===== config.mk =====
export PLATFORM = sky130hd
export DESIGN_NAME = irq_latch_ctrl
export DESIGN_NICKNAME = d
export VERILOG_FILES = /design/src/rtl/irq_pkg.sv /design/src/rtl/irq_flag.sv /design/src/rtl/irq_pin_src.sv /design/src/rtl/irq_vec_arb.sv /design/src/rtl/irq_latch_ctrl.sv
export SDC_FILE = /design/constraint.sdc
export NUM_CORES = 1
export LEC_CHECK = 0
export BUFFER_PORTS_ARGS = -buffer_cell sky130_fd_sc_hd__buf_2
export CAP_MARGIN = 40
export CORE_MARGIN = 4
export CORE_UTILIZATION = 45
export CTS_BUF_LIST = sky130_fd_sc_hd__clkbuf_4 sky130_fd_sc_hd__clkbuf_8
export CTS_CLUSTER_SIZE = 40
export DETAILED_ROUTE_END_ITERATION = 7
export PLACE_DENSITY = 0.74
export SLEW_MARGIN = 20
export SYNTH_ARGS = -nofsm -noshare
export SYNTH_HDL_FRONTEND = slang
export SYNTH_SLANG_ARGS = --single-unit

===== constraint.sdc =====
create_clock -name clk -period 2.3 [get_ports clk]
set_input_delay 0.46 -clock clk [delete_from_list [all_inputs] [get_ports clk]]
set_output_delay 0.46 -clock clk [all_outputs]
set_load 0.02 [all_outputs]

===== src/rtl/irq_pkg.sv =====
package irq_pkg;
  typedef enum logic {
    REG_MODE  = 1'b0,
    REG_CLEAR = 1'b1
  } irq_reg_e;

  localparam logic [15:0] VEC_DEFAULT = 16'h0008;
endpackage


===== src/rtl/irq_flag.sv =====
module irq_flag (
  input  logic clk,
  input  logic rst_n,
  input  logic set_i,
  input  logic clr_i,
  output logic q_o
);
  logic q_d, q_q;

  always_comb begin
    q_d = q_q;
    if (set_i)      q_d = 1'b1;
    else if (clr_i) q_d = 1'b0;
  end

  always_ff @(posedge clk or negedge rst_n) begin
    if (!rst_n) q_q <= 1'b0;
    else        q_q <= q_d;
  end

  assign q_o = q_q;

  // set beats a same-cycle clear
  assert_set_wins_R10: assert property (@(posedge clk) disable iff (!rst_n)
    set_i |=> q_o);
endmodule


===== src/rtl/irq_pin_src.sv =====
module irq_pin_src #(
  parameter int SYNC_STAGES = 2
) (
  input  logic clk,
  input  logic rst_n,
  input  logic pin_i,
  input  logic mode_we_i,
  input  logic mode_level_i,
  input  logic clr_i,
  output logic level_o,
  output logic req_o
);
  logic [SYNC_STAGES-1:0] sync_q, sync_d;
  logic pin_s, prev_q;
  logic level_q, level_d;
  logic flag_q, flag_d;
  logic go_level, go_edge, set_pin;

  assign pin_s = sync_q[SYNC_STAGES-1];

  generate
    if (SYNC_STAGES == 1) begin : g_one
      assign sync_d = pin_i;
    end else begin : g_chain
      assign sync_d = {sync_q[SYNC_STAGES-2:0], pin_i};
    end
  endgenerate

  assign go_level = mode_we_i & mode_level_i & ~level_q;
  assign go_edge  = mode_we_i & ~mode_level_i & level_q;
  assign set_pin  = level_q ? pin_s : (pin_s & ~prev_q);
  assign level_d  = mode_we_i ? mode_level_i : level_q;

  always_comb begin
    flag_d = flag_q;
    if (go_level)     flag_d = 1'b0;
    else if (set_pin) flag_d = 1'b1;
    else if (clr_i)   flag_d = 1'b0;
  end

  always_ff @(posedge clk or negedge rst_n) begin
    if (!rst_n) begin
      sync_q  <= '0;
      prev_q  <= 1'b0;
      level_q <= 1'b0;
      flag_q  <= 1'b0;
    end else begin
      sync_q  <= sync_d;
      prev_q  <= pin_s;
      level_q <= level_d;
      flag_q  <= flag_d;
    end
  end

  assign level_o = level_q;
  assign req_o   = level_q ? pin_s : flag_q;

  // entering level mode drops the latched flag
  assert_lvl_clr_R3: assert property (@(posedge clk) disable iff (!rst_n)
    go_level |=> !flag_q);
  // leaving level mode keeps the flag
  assert_edge_keep_R4: assert property (@(posedge clk) disable iff (!rst_n)
    (go_edge && flag_q) |=> flag_q);
endmodule


===== src/rtl/irq_vec_arb.sv =====
module irq_vec_arb #(
  parameter int NSRC  = 6,
  parameter int VEC_W = 16,
  localparam int SRC_W = $clog2(NSRC)
) (
  input  logic                       clk,
  input  logic                       rst_n,
  input  logic [NSRC-1:0]            req_i,
  input  logic [NSRC-1:0][VEC_W-1:0] codes_i,
  input  logic [NSRC-1:0]            autoclr_en_i,
  input  logic                       ack_i,
  input  logic                       vec_rd_i,
  output logic [VEC_W-1:0]           vec_o,
  output logic [NSRC-1:0]            vclr_o,
  output logic                       pending_o
);
  import irq_pkg::*;

  logic [SRC_W-1:0] win_idx, src_q, src_d;
  logic             any_req, valid_q, valid_d, hit;

  always_comb begin
    win_idx = '0;
    for (int i = NSRC - 1; i >= 0; i--) begin
      if (req_i[i]) win_idx = SRC_W'(i);
    end
  end

  assign any_req = |req_i;

  always_comb begin
    valid_d = valid_q;
    src_d   = src_q;
    if (ack_i) begin
      valid_d = any_req;
      src_d   = win_idx;
    end else if (vec_rd_i) begin
      valid_d = 1'b0;
    end
  end

  always_ff @(posedge clk or negedge rst_n) begin
    if (!rst_n) begin
      valid_q <= 1'b0;
      src_q   <= '0;
    end else begin
      valid_q <= valid_d;
      src_q   <= src_d;
    end
  end

  assign hit = valid_q & req_i[src_q];

  always_comb begin
    vec_o = '0;
    if (vec_rd_i) vec_o = hit ? codes_i[src_q] : VEC_W'(VEC_DEFAULT);
  end

  generate
    for (genvar g = 0; g < NSRC; g++) begin : g_vclr
      assign vclr_o[g] = vec_rd_i & hit & (src_q == SRC_W'(g)) & autoclr_en_i[g];
    end
  endgenerate

  assign pending_o = any_req;

  // an acknowledge with any request records a source
  assert_ack_cap_R8: assert property (@(posedge clk) disable iff (!rst_n)
    (ack_i && any_req) |=> valid_q);
endmodule


===== src/rtl/irq_latch_ctrl.sv =====
module irq_latch_ctrl #(
  parameter int              NUM_PERIPH  = 4,
  parameter int              SYNC_STAGES = 2,
  parameter int              VEC_W       = 16,
  parameter logic [VEC_W-1:0] PIN_CODE    = 16'h000A,
  parameter logic [VEC_W-1:0] PERIPH_BASE = 16'h0010,
  parameter logic [VEC_W-1:0] SER_CODE    = 16'h0020
) (
  input  logic                  clk,
  input  logic                  rst_n,
  input  logic                  wr_en_i,
  input  logic                  wr_addr_i,
  input  logic [7:0]            wr_data_i,
  input  logic                  pin_i,
  input  logic [NUM_PERIPH-1:0] periph_set_i,
  input  logic                  rx_full_i,
  input  logic                  rxbuf_rd_i,
  input  logic                  ack_i,
  input  logic                  vec_rd_i,
  output logic [VEC_W-1:0]      vec_o,
  output logic                  pending_o
);
  import irq_pkg::*;

  localparam int NSRC    = NUM_PERIPH + 2;
  localparam int SER_IDX = NSRC - 1;

  logic [1:0]                 rst_sync_q;
  logic                       core_rst_n;
  logic [NSRC-1:0][VEC_W-1:0] codes;
  logic [NSRC-1:0]            req, vclr, autoclr_en;
  logic                       clr_wr, mode_we, pin_level, pin_clr, ser_q;

  always_ff @(posedge clk or negedge rst_n) begin
    if (!rst_n) rst_sync_q <= 2'b00;
    else        rst_sync_q <= {rst_sync_q[0], 1'b1};
  end
  assign core_rst_n = rst_sync_q[1];

  assign mode_we = wr_en_i & (wr_addr_i == REG_MODE);
  assign clr_wr  = wr_en_i & (wr_addr_i == REG_CLEAR);

  assign codes[0]       = PIN_CODE;
  assign codes[SER_IDX] = SER_CODE;

  assign pin_clr = (clr_wr & (wr_data_i == PIN_CODE[7:0])) | vclr[0];

  irq_pin_src #(.SYNC_STAGES(SYNC_STAGES)) u_pin (
    .clk         (clk),
    .rst_n       (core_rst_n),
    .pin_i       (pin_i),
    .mode_we_i   (mode_we),
    .mode_level_i(wr_data_i[0]),
    .clr_i       (pin_clr),
    .level_o     (pin_level),
    .req_o       (req[0])
  );

  generate
    for (genvar p = 0; p < NUM_PERIPH; p++) begin : g_periph
      logic per_clr;
      assign codes[p+1] = PERIPH_BASE + VEC_W'(p);
      assign per_clr    = (clr_wr & (wr_data_i == codes[p+1][7:0])) | vclr[p+1];
      irq_flag u_flag (
        .clk  (clk),
        .rst_n(core_rst_n),
        .set_i(periph_set_i[p]),
        .clr_i(per_clr),
        .q_o  (req[p+1])
      );
    end
  endgenerate

  // the clear register has no path into the serial flag
  irq_flag u_ser (
    .clk  (clk),
    .rst_n(core_rst_n),
    .set_i(rx_full_i),
    .clr_i(rxbuf_rd_i | vclr[SER_IDX]),
    .q_o  (ser_q)
  );
  assign req[SER_IDX] = ser_q;

  assign autoclr_en = {1'b0, {NUM_PERIPH{1'b1}}, ~pin_level};

  irq_vec_arb #(.NSRC(NSRC), .VEC_W(VEC_W)) u_arb (
    .clk         (clk),
    .rst_n       (core_rst_n),
    .req_i       (req),
    .codes_i     (codes),
    .autoclr_en_i(autoclr_en),
    .ack_i       (ack_i),
    .vec_rd_i    (vec_rd_i),
    .vec_o       (vec_o),
    .vclr_o      (vclr),
    .pending_o   (pending_o)
  );

  // serial flag survives everything but a buffer read
  assert_ser_keep_R6: assert property (@(posedge clk) disable iff (!core_rst_n)
    (ser_q && !rxbuf_rd_i) |=> ser_q);
  // any active peripheral flag shows up on pending
  assert_pend_R11: assert property (@(posedge clk) disable iff (!core_rst_n)
    (|req[NSRC-2:1]) |-> pending_o);
endmodule


Word level (Yosys, flattened, before mapping)
Memories as Yosys holds them, arrays and structs flattened.
Index checks and enable logic that the tools add are counted.

storage, ports and cells
  memories kept = 1
  memory bits (read-only) = 128
  register bits = 16
  output and inout bits = 17
  logic and storage cells = 86

memory list
  name              words  bits a word  rd ports  clocked after memory_dff  wr ports  RTL line           RTL
  (name not given)  8      16           1         0                         0         irq_vec_arb.sv:56  if (vec_rd_i) vec_o = hit ? codes_i[src_q] : VEC_W'(VEC_DEFAULT);

operators by class
  bitwise logic cells = 26
  reduce and logical (&&, ||, !) cells = 9
  multiplexer cells = 28
  equal/unequal tests = 9
  $lt $le $gt $ge = 1

operators with widths
  cell                                                                          number
  16-bit 2-to-1 mux                                                             3
  8-bit by 5-bit == test with 1-bit output, second input constant               4
  1-bit AND                                                                     18
  1-bit 2-to-1 mux                                                              18
  3-bit 2-to-1 mux                                                              6
  2-bit nonzero test                                                            6
  8-bit by 4-bit == test with 1-bit output, second input constant               1
  3-bit by 2-bit == test with 1-bit output, second input constant               2
  6-bit OR reduction                                                            1
  1-bit bitwise OR                                                              5
  3-bit by 4-bit less-than comparator with 1-bit output, second input constant  1
  1-bit binary-select mux with 3-bit select                                     1
  3-bit by 1-bit == test with 1-bit output, second input constant               1
  3-bit == test, second input constant                                          1
  3-bit logical NOT                                                             1
  1-bit NOT                                                                     3
  3-bit nonzero test                                                            1

Logic depth before layout (Yosys ltp)
  word-level depth = 11
  mapped depth = 6

Hierarchy
From an unflattened synthesis, not the netlist that was laid out.

second synthesis, totals
  cell total of the unflattened synthesis = 173
  area, all modules = 1740.4 um^2

modules (own cells, without submodules)
  module          seq. area each (um^2)  cells each  instances  area an instance (um^2)
  irq_vec_arb     100.1                  121         1          1193.6
  irq_pin_src     125.1                  14          1          190.2
  irq_flag        25.0                   3           5          36.3
  irq_latch_ctrl  50.0                   23          1          175.2

Worst setup path before layout
Ideal clock, no wire load.

  path kind = reg2out
  start = reg u_pin.level_q (netlist: u_pin.level_o)
  end = out vec_o[3]
  data arrival time = 1670 ps
  path slack = 170 ps
  cell stages (with the launch flop) = 5
  buffers on the path = 0
  path through = dfrtp_1 mux2_4 mux4_2 a21oi_2 o21a_1

on the way
  word-level cells in the longest chain between the ends = 6

RTL lines
  what                                       RTL line              RTL
  start: declaration                         irq_pin_src.sv:15     logic level_q, level_d;
  start signal: assignment                   irq_pin_src.sv:50     level_q <= level_d;
  1-bit 2-to-1 mux                           irq_pin_src.sv:56     assign req_o = level_q ? pin_s : flag_q;
  1-bit binary-select mux with 3-bit select  irq_vec_arb.sv:52     assign hit = valid_q & req_i[src_q];
  1-bit 2-to-1 mux (not written as such)     irq_vec_arb.sv:52
  1-bit AND                                  irq_vec_arb.sv:52
  16-bit 2-to-1 mux (2 in series)            irq_vec_arb.sv:56
  end: declaration                           irq_latch_ctrl.sv:20  output logic [VEC_W-1:0] vec_o,

Every way passes these cells. The select of a mux whose other input is x is not followed.

Worst setup path in the final report
Same ends and word-level chain as after synthesis.

==> metrics.txt <==
TritonCTS clock tree yes; maximum number of pins on one net before global-route repair 15; total power after layout between 700 and 800 uW; Mapped Area around 1000 um^2; sort of element at the end of the critical path primary output; run status finished with violations; layout cell share with drive strength beyond 1 0.314; RSZ-0062 raised after global routing yes; number of enable flip-flop cells after synthesis 0; placement row count 16; FMAX 410 MHz; Place WS around 0.05 ns; portion of the clock cycle consumed by the worst path in the final layout 1.06; min-delay worst type register to asynchronous set/reset pin; vertical extent of the die roughly 55 um; routed wirelength normalized by instance count between 10 and 15 um; normalized max-slew margin 0.630; via count of the first global-routing pass about 760; worst setup path startpoint u_pin.level_o; worst-case vdd ir drop about 0.35 mV; synthesized area divided by synthesized cell count between 9 and 10 um^2; initial drt markers 8; Max Slew Vio Count 0; power per unit of standard cell area approximately 580 mW/mm^2; first-pass GRT wire length 3220 um; TritonCTS Sinks 16; leakage power summed over all cells ~0.00058 uW; Worst setup SP type register; antenna violations before repair 0; post-synth cell types 36; detailed-route via count around 850; placed cell count between 150 and 200; type of the setup path with the least slack register to primary output; FFs w/ async S/R, synth 1.00; DRC violations left 0; Tightest Pin Transition ~0.55 ns; sequential element share of the synthesized area 0.401; cell at the root of the clock tree clkbuf_4; flops & latches, synth 16; Pre-antenna DRT Iters 4; detailed placement HPWL approximately 1600 um; all-layer global routing usage 0.150; yosys warns 0; clock period minus worst slack 2.44 ns; Skew-Pair Late Insertion Delay around 0.29 ns; worst setup margin -0.141 ns; CTS max path bufs 2; effective utilization at floorplan 0.490; antenna-violating nets left 0; area of the core 0.00204 mm^2; number of hold violations in the final report 0; synthesis-to-layout area growth 22.0%; final weighted congestion in routability-driven placement between 0.8 and 0.9; post-route design area about 0.0012 mm^2; drt total wl around 2000 um; clock edge transition at the registers on the reported setup and hold paths 0.10 ns; die width between 50 and 60 um; WP data required about 1.8 ns; violated checks setup timing; GR Overflow Total 0; most frequently used flop master after synthesis dfrtp_1; Data arrival, critical path 1.98 ns; setup slack on the worst flop-to-flop path around 0.59 ns; core utilization of the finished layout 0.597; count of inserted antenna diode cells 0; max-capacitance violation count 0; worst-path maximum fanout 5; number of cells on the worst reg-to-reg path 4; DIE AREA just over 0.003 mm^2; Mapped Cells 103; post-route non-filler standard cell count 164; detailed-route vias per instance 5.18; Setup violations, final 5; startpoint of the lowest-slack register-to-register path u_pin.level_o; number of clock buffers inserted by TritonCTS 3; number of H-tree levels 1; Worst Clk Skew 0.00640 ns; count of nets after finishing between 150 and 200; Top Ports 38; dpl cell area around 0.0011 mm^2; end of the worst register-to-register path u_pin.flag_q; number of port buffers 26
## synthesized netlist by cell type, types with 3 or more instances
library cell / instances / area, um^2
nand2_1: 4 / 15.0
nor3_1: 5 / 25.0
o21ai_0: 5 / 25.0
nand4_1: 4 / 25.0
dfrtp_1: 16 / 400
nor2b_1: 3 / 18.8
ha_1: 5 / 62.6
a21oi_1: 3 / 15.0
a211oi_1: 3 / 22.5
buf_4: 11 / 82.6
inv_1: 12 / 45.0
## how the worst max path moves through the flow
stage | endpoint | slack, ns | cells after the start
finish | vec_o[3] | -0.14 | 5
CTS | vec_o[3] | -0.13 | 5
global placement | vec_o[3] | 0.10 | 5
global route | vec_o[3] | -0.20 | 5
floorplan | vec_o[3] | 0.17 | 4
detailed placement | vec_o[3] | 0.05 | 5
## logic make-up (layout without fill, tap and decap cells)
logic type,count (synthesis),after routing,share of synthesized area
other,2,12,0.00751
and+or+nand+nor,28,28,0.165
AOI/OAI and AO/OA,24,24,0.168
adders and majority gates,5,5,0.0626
DFF,16,16,0.400
buffers and inverters,23,47,0.128
muxes,5,5,0.0688
## critical path, cell delays in order, from the launching register on
cell and delay, ns:
dfrtp_1 0.41, mux2_4 0.31, mux4_2 0.51, a21oi_4 0.20, o21a_1 0.15, buf_6 0.11
## registers in the layout, indices dropped and copies added, names as in the netlist
register and flops:
u_arb.src_q 3, g_periph.u_flag.q_o 4, u_pin.prev_q 1, u_pin.level_o 1
u_pin.flag_q 1, u_pin.sync_q 2, u_ser.q_o 1, rst_sync_q 2
u_arb.valid_q 1
## power breakdown
part	internal [uW]	switching, uW
registers	301	18.2
clock network	96.4	89.8
logic	91.6	105
## routing by layer
layer,wire [um],up-vias,track usage
met5,0,-,0
met4,34,0,0.0729
met3,138,5,0.0268
met2,995,30,0.268
met1,885,405,0.171
li1,-,409,-
## metrics by stage
stage	setup TNS, ns	hold WS [ns]
floorplan	0	0.164
global route	-0.894	0.265
detailed placement	0	0.247
global placement	0	0.242
CTS	-0.517	0.252
finish	-0.589	0.225
## layout by cell type, fill, tap and decap left out, drive strengths merged, types with 4 or more instances in the layout
| master | n |
|---|---|
| nand4 | 4 |
| conb | 12 |
| a21oi | 4 |
| inv | 12 |
| buf | 30 |
| ha | 5 |
| dfrtp | 16 |
| nor3 | 5 |
| clkbuf | 4 |
| o21ai | 5 |
| a211oi | 4 |
| nand2 | 4 |
## what timing repair did
item                                   in CTS  in global routing
hold buffers                                1                  0
endpoints found under the hold margin       2                  0
setup buffers                               2                  1
resized for setup                           3                  3
setup endpoints to repair                   5                  6
pin swaps                                   4                  0
## layout make-up
cell class / instances / area [um^2]
flip-flops and latches: 16 / 400
fillers: 178 / 822
repair buffers: 31 / 181
multi-input cells: 74 / 523
inverters: 12 / 45.0
well taps: 27 / 33.8
clock buffers: 4 / 36.3
Power figures use the tool's default switching activity.
